--- src/rtl/los_pkg.sv ---
package los_pkg;
  typedef enum logic {
    LOS_IDLE = 1'b0,
    LOS_LOST = 1'b1
  } los_state_e;
endpackage

--- src/rtl/los_sat_counter.sv ---
module los_sat_counter #(
  parameter int unsigned LIMIT = 32,
  localparam int unsigned W = $clog2(LIMIT + 1)
) (
  input  logic         clk_i,
  input  logic         rst_ni,
  input  logic         clr_i,
  input  logic         inc_i,
  output logic [W-1:0] cnt_o
);
  localparam logic [W-1:0] CNT_MAX = W'(LIMIT);

  logic [W-1:0] cnt_q;

  always_ff @(posedge clk_i or negedge rst_ni) begin
    if (!rst_ni)                          cnt_q <= '0;
    else if (clr_i)                       cnt_q <= '0;
    else if (inc_i && cnt_q != CNT_MAX)   cnt_q <= cnt_q + 1'b1;
  end

  assign cnt_o = cnt_q;
endmodule

--- src/rtl/los_ctrl.sv ---
module los_ctrl
  import los_pkg::*;
#(
  parameter int unsigned DECLARE_ZEROS = 32,
  parameter int unsigned CLEAR_WINDOW  = 32,
  parameter int unsigned CLEAR_RUN     = 4,
  localparam int unsigned RW = $clog2(DECLARE_ZEROS + 1),
  localparam int unsigned WW = $clog2(CLEAR_WINDOW + 1)
) (
  input  logic          clk_i,
  input  logic          rst_ni,
  input  logic          bit_valid_i,
  input  logic          bit_data_i,
  input  logic [RW-1:0] run_cnt_i,
  input  logic [WW-1:0] win_cnt_i,
  output logic          run_inc_o,
  output logic          run_clr_o,
  output logic          win_inc_o,
  output logic          win_clr_o,
  output logic          los_o,
  output logic          los_change_o
);
  localparam logic [RW-1:0] DECL_LAST  = RW'(DECLARE_ZEROS - 1);
  localparam logic [RW-1:0] RUN_LAST   = RW'(CLEAR_RUN - 1);
  localparam logic [WW-1:0] WIN_LAST   = WW'(CLEAR_WINDOW - 1);

  los_state_e state_q, state_d;
  logic       chg_q;
  logic       zero_bit, one_bit;
  logic       declare_evt, run_restart, clear_evt;

  assign zero_bit = bit_valid_i && !bit_data_i;
  assign one_bit  = bit_valid_i &&  bit_data_i;

  always_comb begin
    declare_evt = 1'b0;
    run_restart = 1'b0;
    clear_evt   = 1'b0;
    unique case (state_q)
      LOS_IDLE: declare_evt = zero_bit && (run_cnt_i == DECL_LAST);
      LOS_LOST: begin
        // a run of zeros beats window completion on the same bit
        run_restart = zero_bit && (run_cnt_i == RUN_LAST);
        clear_evt   = bit_valid_i && !run_restart && (win_cnt_i == WIN_LAST);
      end
      default: ;
    endcase
  end

  always_comb begin
    state_d = state_q;
    if (declare_evt)    state_d = LOS_LOST;
    else if (clear_evt) state_d = LOS_IDLE;
  end

  assign run_inc_o = zero_bit;
  assign run_clr_o = one_bit || declare_evt || run_restart || clear_evt;
  assign win_inc_o = (state_q == LOS_LOST) && bit_valid_i;
  assign win_clr_o = (state_q != LOS_LOST) || run_restart || clear_evt;

  always_ff @(posedge clk_i or negedge rst_ni) begin
    if (!rst_ni) begin
      state_q <= LOS_IDLE;
      chg_q   <= 1'b0;
    end else begin
      state_q <= state_d;
      chg_q   <= declare_evt || clear_evt;
    end
  end

  assign los_o        = (state_q == LOS_LOST);
  assign los_change_o = chg_q;
endmodule

--- src/rtl/los_detector.sv ---
module los_detector #(
  parameter int unsigned DECLARE_ZEROS = 32,
  parameter int unsigned CLEAR_WINDOW  = 32,
  parameter int unsigned CLEAR_RUN     = 4
) (
  input  logic clk_i,
  input  logic rst_ni,
  input  logic bit_valid_i,
  input  logic bit_data_i,
  output logic los_o,
  output logic los_change_o
);
  localparam int unsigned RW = $clog2(DECLARE_ZEROS + 1);
  localparam int unsigned WW = $clog2(CLEAR_WINDOW + 1);

  logic [RW-1:0] run_cnt;
  logic [WW-1:0] win_cnt;
  logic          run_inc, run_clr, win_inc, win_clr;

  los_sat_counter #(.LIMIT(DECLARE_ZEROS)) u_run_cnt (
    .clk_i  (clk_i),
    .rst_ni (rst_ni),
    .clr_i  (run_clr),
    .inc_i  (run_inc),
    .cnt_o  (run_cnt)
  );

  los_sat_counter #(.LIMIT(CLEAR_WINDOW)) u_win_cnt (
    .clk_i  (clk_i),
    .rst_ni (rst_ni),
    .clr_i  (win_clr),
    .inc_i  (win_inc),
    .cnt_o  (win_cnt)
  );

  los_ctrl #(
    .DECLARE_ZEROS (DECLARE_ZEROS),
    .CLEAR_WINDOW  (CLEAR_WINDOW),
    .CLEAR_RUN     (CLEAR_RUN)
  ) u_ctrl (
    .clk_i        (clk_i),
    .rst_ni       (rst_ni),
    .bit_valid_i  (bit_valid_i),
    .bit_data_i   (bit_data_i),
    .run_cnt_i    (run_cnt),
    .win_cnt_i    (win_cnt),
    .run_inc_o    (run_inc),
    .run_clr_o    (run_clr),
    .win_inc_o    (win_inc),
    .win_clr_o    (win_clr),
    .los_o        (los_o),
    .los_change_o (los_change_o)
  );
endmodule

--- config.mk ---
export PLATFORM = sky130hd
export DESIGN_NAME = los_detector
export DESIGN_NICKNAME = d
export VERILOG_FILES = /design/src/rtl/los_pkg.sv /design/src/rtl/los_sat_counter.sv /design/src/rtl/los_ctrl.sv /design/src/rtl/los_detector.sv
export SDC_FILE = /design/constraint.sdc
export NUM_CORES = 1
export LEC_CHECK = 0
export CAP_MARGIN = 20
export CORE_AREA = 8 8 45 47
export CTS_BUF_LIST = sky130_fd_sc_hd__clkbuf_2
export DETAILED_ROUTE_END_ITERATION = 12
export DIE_AREA = 0 0 53 55
export PLACE_DENSITY_LB_ADDON = 0.3
export RECOVER_POWER = 100
export SLEW_MARGIN = 20
export SYNTH_ARGS = -nofsm -noshare
export SYNTH_HDL_FRONTEND = slang
export SYNTH_SLANG_ARGS = --single-unit
--- constraint.sdc ---
create_clock -name clk_i -period 2.6 [get_ports clk_i]
set_clock_uncertainty 0.1 [all_clocks]
set_input_delay 0.65 -clock clk_i [delete_from_list [all_inputs] [get_ports clk_i]]
set_output_delay 0.65 -clock clk_i [all_outputs]
set_load 0.01 [all_outputs]
Word level (Yosys, flattened, before mapping)
Cells that the tools add are included.
{"block": "classes", "n_mux": 9, "reduce_logical": 20, "eq_ne": 5, "n_addsub": 2, "magnitude_cmp": 0, "multipliers": 0, "bitwise": 1, "shift": 0, "div": 0}
{"cell": "two-way mux 6 bit", "count": 4}
{"cell": "adder 6 x 1 -> 6 bit, second input constant", "count": 2}
{"cell": "equality test 6 x 5 -> 1 bit, second input constant", "count": 2}
{"cell": "!= test 6 bit, second input constant", "count": 2}
{"cell": "logical AND 1 bit", "count": 9}
{"cell": "equality test 6 x 2 -> 1 bit, second input constant", "count": 1}
{"cell": "logical OR 1 bit", "count": 6}
{"cell": "nonzero test 2 bit", "count": 3}
{"cell": "two-way mux 1 bit", "count": 5}
{"cell": "zero test 1 bit", "count": 2}
{"cell": "NOT 1 bit", "count": 1}
{"block": "word_totals", "latch_bits": 0, "regBits": 14, "mem_count": 0, "word_cells": 41, "out_inout_bits": 2, "rom_bits": 0, "ramBits": 0}

Depth between registers and ports, before layout
{"block": "depth", "word_depth": 9, "mapped_depth": 6, "ltp_nobuf": 6}

By module
From an unflattened synthesis, not the netlist that was laid out.
{"block": "unflattened", "hier_cells": 95, "area_unflattened_um2": 942.2}
{"module": "los_sat_counter", "seq_area_each_um2": 150.1, "instances": 2, "area_per_inst_um2": 380.4, "cells_each": 39}
{"module": "los_ctrl", "seq_area_each_um2": 50.0, "instances": 1, "area_per_inst_um2": 181.4, "cells_each": 17}

Worst setup path after synthesis
OpenSTA, ideal clock, no wires.
{"block": "synth_timing", "kind": "register -> register", "from": "reg u_win_cnt.cnt_q[0], in the netlist u_win_cnt.cnt_o[0]", "to": "reg u_win_cnt.cnt_q[1], in the netlist u_win_cnt.cnt_o[1]", "required_ns": 2.364, "synth_period_minus_slack_ns": 1.647, "path_stages_with_launch": 7, "path_buffers": 0, "setup_slack_ns": 0.953, "t_arrival_ns": 1.411, "path_cell_list": "dfrtp_1 > inv_1 > ha_1 > nor4b_1 > a211oi_1 > mux2i_1 > nor2_1"}
{"block": "synth_between", "elab_chain_len": 5, "word_cells_on_any_way": 10}
{"item": "from (decl)", "line": "los_sat_counter.sv:13", "rtl": "logic [W-1:0] cnt_q;"}
{"item": "from (signal assigned)", "line": "los_sat_counter.sv:18", "rtl": "else if (inc_i && cnt_q != CNT_MAX) cnt_q <= cnt_q + 1'b1;"}
{"item": "parallel branches: the longest is 5 deep, another holds adder 6 x 1 -> 6 bit"}
Parallel ways; which one is timed is not known. The select of a mux whose other input is x is not followed.
A chain may end at the register's enable or synchronous reset.

Worst setup path in the final report
{"block": "layout_timing", "from": "reg u_ctrl.state_q, in the netlist u_ctrl.los_o", "to": "out los_o"}
{"item": "from (decl)", "line": "los_ctrl.sv:27", "rtl": "los_state_e state_q, state_d;"}
{"item": "from (signal assigned)", "line": "los_ctrl.sv:66", "rtl": "state_q <= state_d;"}
{"item": "to (decl)", "line": "los_detector.sv:10", "rtl": "output logic los_o,"}
No word-level cell between the ends.

==> impl_metrics.ini <==
[run_status]
outcome = finished, final reports clean

[hold_path]
worstHoldStart = u_win_cnt.cnt_o[1]$_DFFE_PN0P_
worst_hold_path_type = flop to flop
worst_hold_path.num_cells = 2
worst_hold_path.endpoint = u_win_cnt.cnt_o[1]$_DFFE_PN0P_

[sta]
setup_viol_count_final = 0
totalNegativeSetupSlack_ns = 0
report.final.hold_viol_count = 0
max_freq_ghz = 0.457
timing.final.crit_share_pct = 84.2
relative_slew_margins_pct = 59.1
timing_max_transition_violations_final = 0
period_needed_ns = 2.19
tightest_slew_ns = 0.612
hold_ws_ns = 0.496
grt_setup_unrepaired = no
fin_ws_ns = 0.411

[route]
drt.antenna.violating_nets = 0
vias_per_std_cell = 5.60
detailedRoute.firstPassIterationCount = 4
totalWireLength_mm = 1.41
detail_route.drc_violations = 0
vias = 594
wl_per_cell_microns = 13.3
initial_detailed_routing_violation_count = 14

[cells_and_area]
drive_gt1_share_pct = 5.56
num-nets-final = 99
fill_cells = 116
insertedDiodeCount = 0
most_common_cell_after_layout_fill_and_taps_aside = dfrtp_1
syn2layout_area_growth_pct = 8.76
layout.cells.most_common_list = dfrtp_1 (14), nor2_1 (13), nand2_1 (10)

[clock_network]
cts-resized-gates = 0
post_cts_hold_buffer_count = 0
clock_tree_from_tritoncts = done
clock_sink_count = 14
h_tree_depth = 1
insertion_delay_ns = 0.27
ctsRootBufferMaster = clkbuf_2
clock_path_buffers = 2
worst_setup_hold_path_clk_slew_ns = 0.13
cts_made_buffers = 3
post_cts_buffers = 0

[worst_setup_path]
reg2reg_to = u_run_cnt.cnt_o[1]$_DFFE_PN0P_
regToRegSetupSlack_ns = 0.70
cp_cell_instances = dlygate4sd3_1
crit_arrival_ns = 1.44
worst_r2r_startpoint = u_run_cnt.cnt_o[3]$_DFFE_PN0P_
critical-path-slowest-cell = dlygate4sd3_1
cpPeakStageDelay_ns = 0.65
crit_fanout = 8
worstSetupEndpointType = output pin
rr_worst_depth = 4
timing.critical_path.from_type = flop
crit_family = buffers and inverters
setup_cp_type = flop to output pin
crit_required_ns = 1.85
cp.buffers_inverters = 1

[power]
power_per_cell_area_nw_per_um2 = 452
vdd_ir_drop_max_uv = 233
design_power_total_mw = 0.393
leakagePower_nw = 0.398

[floorplanning]
boundaryPins = 6
placeableCoreArea_sq_um = 1380
chipWidth_microns = 53
row_count = 14
die_outline_area_sq_um = 2920
floorplan.initialDensity_pct = 57.8
die_height_microns = 55

[logic_synthesis]
ys_ff_latch = 14
synth-compound-area-share_pct = 10.6
synth_simple_gate_area_share_pct = 25.2
post_syn_nets = 89
synthMuxAreaShare_pct = 2.50
synth-seq-area-share_pct = 43.8
synth_xor_area_share_pct = 8.76
mappedNetlistArea_sq_um = 800
syn-instance-count = 81
ys_types = 27
yosys_warnings = 0
synthesis.area_per_instance_sq_um = 9.87
post_synth_fa_ha_maj_area_fraction_pct = 6.26
synth_top_family_by_area = simple AND/OR/NAND/NOR gates

[grt]
grt_antenna_before_repair = 0
grt_pass1_vias = 610
grt_usage_pct = 11.5
globalRouteOverflowTotal = 0
grt_max_degree = 15
grt_pass1_wl_mm = 2.50

[place]
finalWeightedCongestion = 0.820
hpwlAfterDp_mm = 1.06
pre_cts_slack_ns = 0.172
number_of_buffer_cells_added_on_primary_ports = 5

[flow_run]
drv.max_cap_violation_count = 0
## per-layer routing
layer	share of wire, %	up-vias	track usage (%)
met2	47	13	19.7
met5	0	-	0
met3	3.1	5	3.21
met1	48	278	12.5
li1	-	298	-
met4	2.4	0	6.47
## area by class of cell
cell class	count	area [sq um]	area share, %
Multi-Input combinational cell	61	408	46.9
Sequential cell	14	350	40.3
Inverter	6	22.5	2.59
Timing Repair Buffer	5	50.0	5.76
Clock buffer	3	15.0	1.73
Tap cell	16	20.0	2.30
Clock inverter	1	3.75	0.432
## cells in the mapped netlist
cell / number / area, sq um
a21oi_1: 2 / 10.0
xnor2_1: 4 / 35.0
or4_4: 1 / 11.3
nor3_1: 3 / 15.0
nand3b_1: 1 / 7.51
a311oi_1: 1 / 8.76
nand4_1: 2 / 12.5
o2bb2a_4: 1 / 20.0
ha_1: 4 / 50.1
and3b_1: 1 / 8.76
mux2i_1: 2 / 20.0
o211ai_4: 1 / 21.3
dfrtp_1: 14 / 350
nor2_1: 13 / 48.8
and3_1: 1 / 6.26
o211ai_1: 1 / 7.51
xor2_1: 4 / 35.0
a211oi_1: 1 / 7.51
a311o_1: 1 / 10.0
nand3_1: 2 / 10.0
nand2_1: 10 / 37.5
and4_1: 1 / 8.76
nor2b_1: 1 / 6.26
nand3_2: 1 / 10.0
nor4b_1: 1 / 8.76
and4b_1: 1 / 10.0
inv_1: 6 / 22.5
## flip-flops by register name (all words and copies together) (netlist names)
register and flops:
u_ctrl.los_change_o 1, u_ctrl.los_o 1, u_win_cnt.cnt_o 6, u_run_cnt.cnt_o 6
## cells by family after synthesis
family	Yosys count
simple gates	39
flops	14
compound gates	8
xor+xnor	8
buf+inv	6
fa+ha+maj	4
mux	2
## where the power goes
part | switching (mW) | internal (mW)
combinational | 0.0305 | 0.0253
sequential | 0.00854 | 0.227
clock | 0.0682 | 0.0334
## per-stage QoR
stage	instance area [sq um]	cells	util, %
final	870	106	62.8
after global routing	870	106	62.8
after CTS	888	106	64.2
after detailed placement	870	102	62.8
after global placement	870	102	62.8
after floorplan	800	81	-
## worst max path at each step
stage | startpoint | endpoint | slack, ns | cells after the start
2_1_floorplan | u_win_cnt.cnt_o[0]$_DFFE_PN0P_ | u_win_cnt.cnt_o[1]$_DFFE_PN0P_ | 0.95 | 6
3_3_place_gp | bit_valid_i | u_win_cnt.cnt_o[1]$_DFFE_PN0P_ | 0.29 | 5
3_5_place_dp | bit_valid_i | u_win_cnt.cnt_o[1]$_DFFE_PN0P_ | 0.17 | 5
4_1_cts | u_ctrl.los_o$_DFFE_PN0P_ | los_o | 0.46 | 1
5_1_grt | bit_valid_i | u_run_cnt.cnt_o[1]$_DFFE_PN0P_ | 0.32 | 5
6_report | u_ctrl.los_o$_DFFE_PN0P_ | los_o | 0.41 | 1
Power figures use the tool's default switching activity.
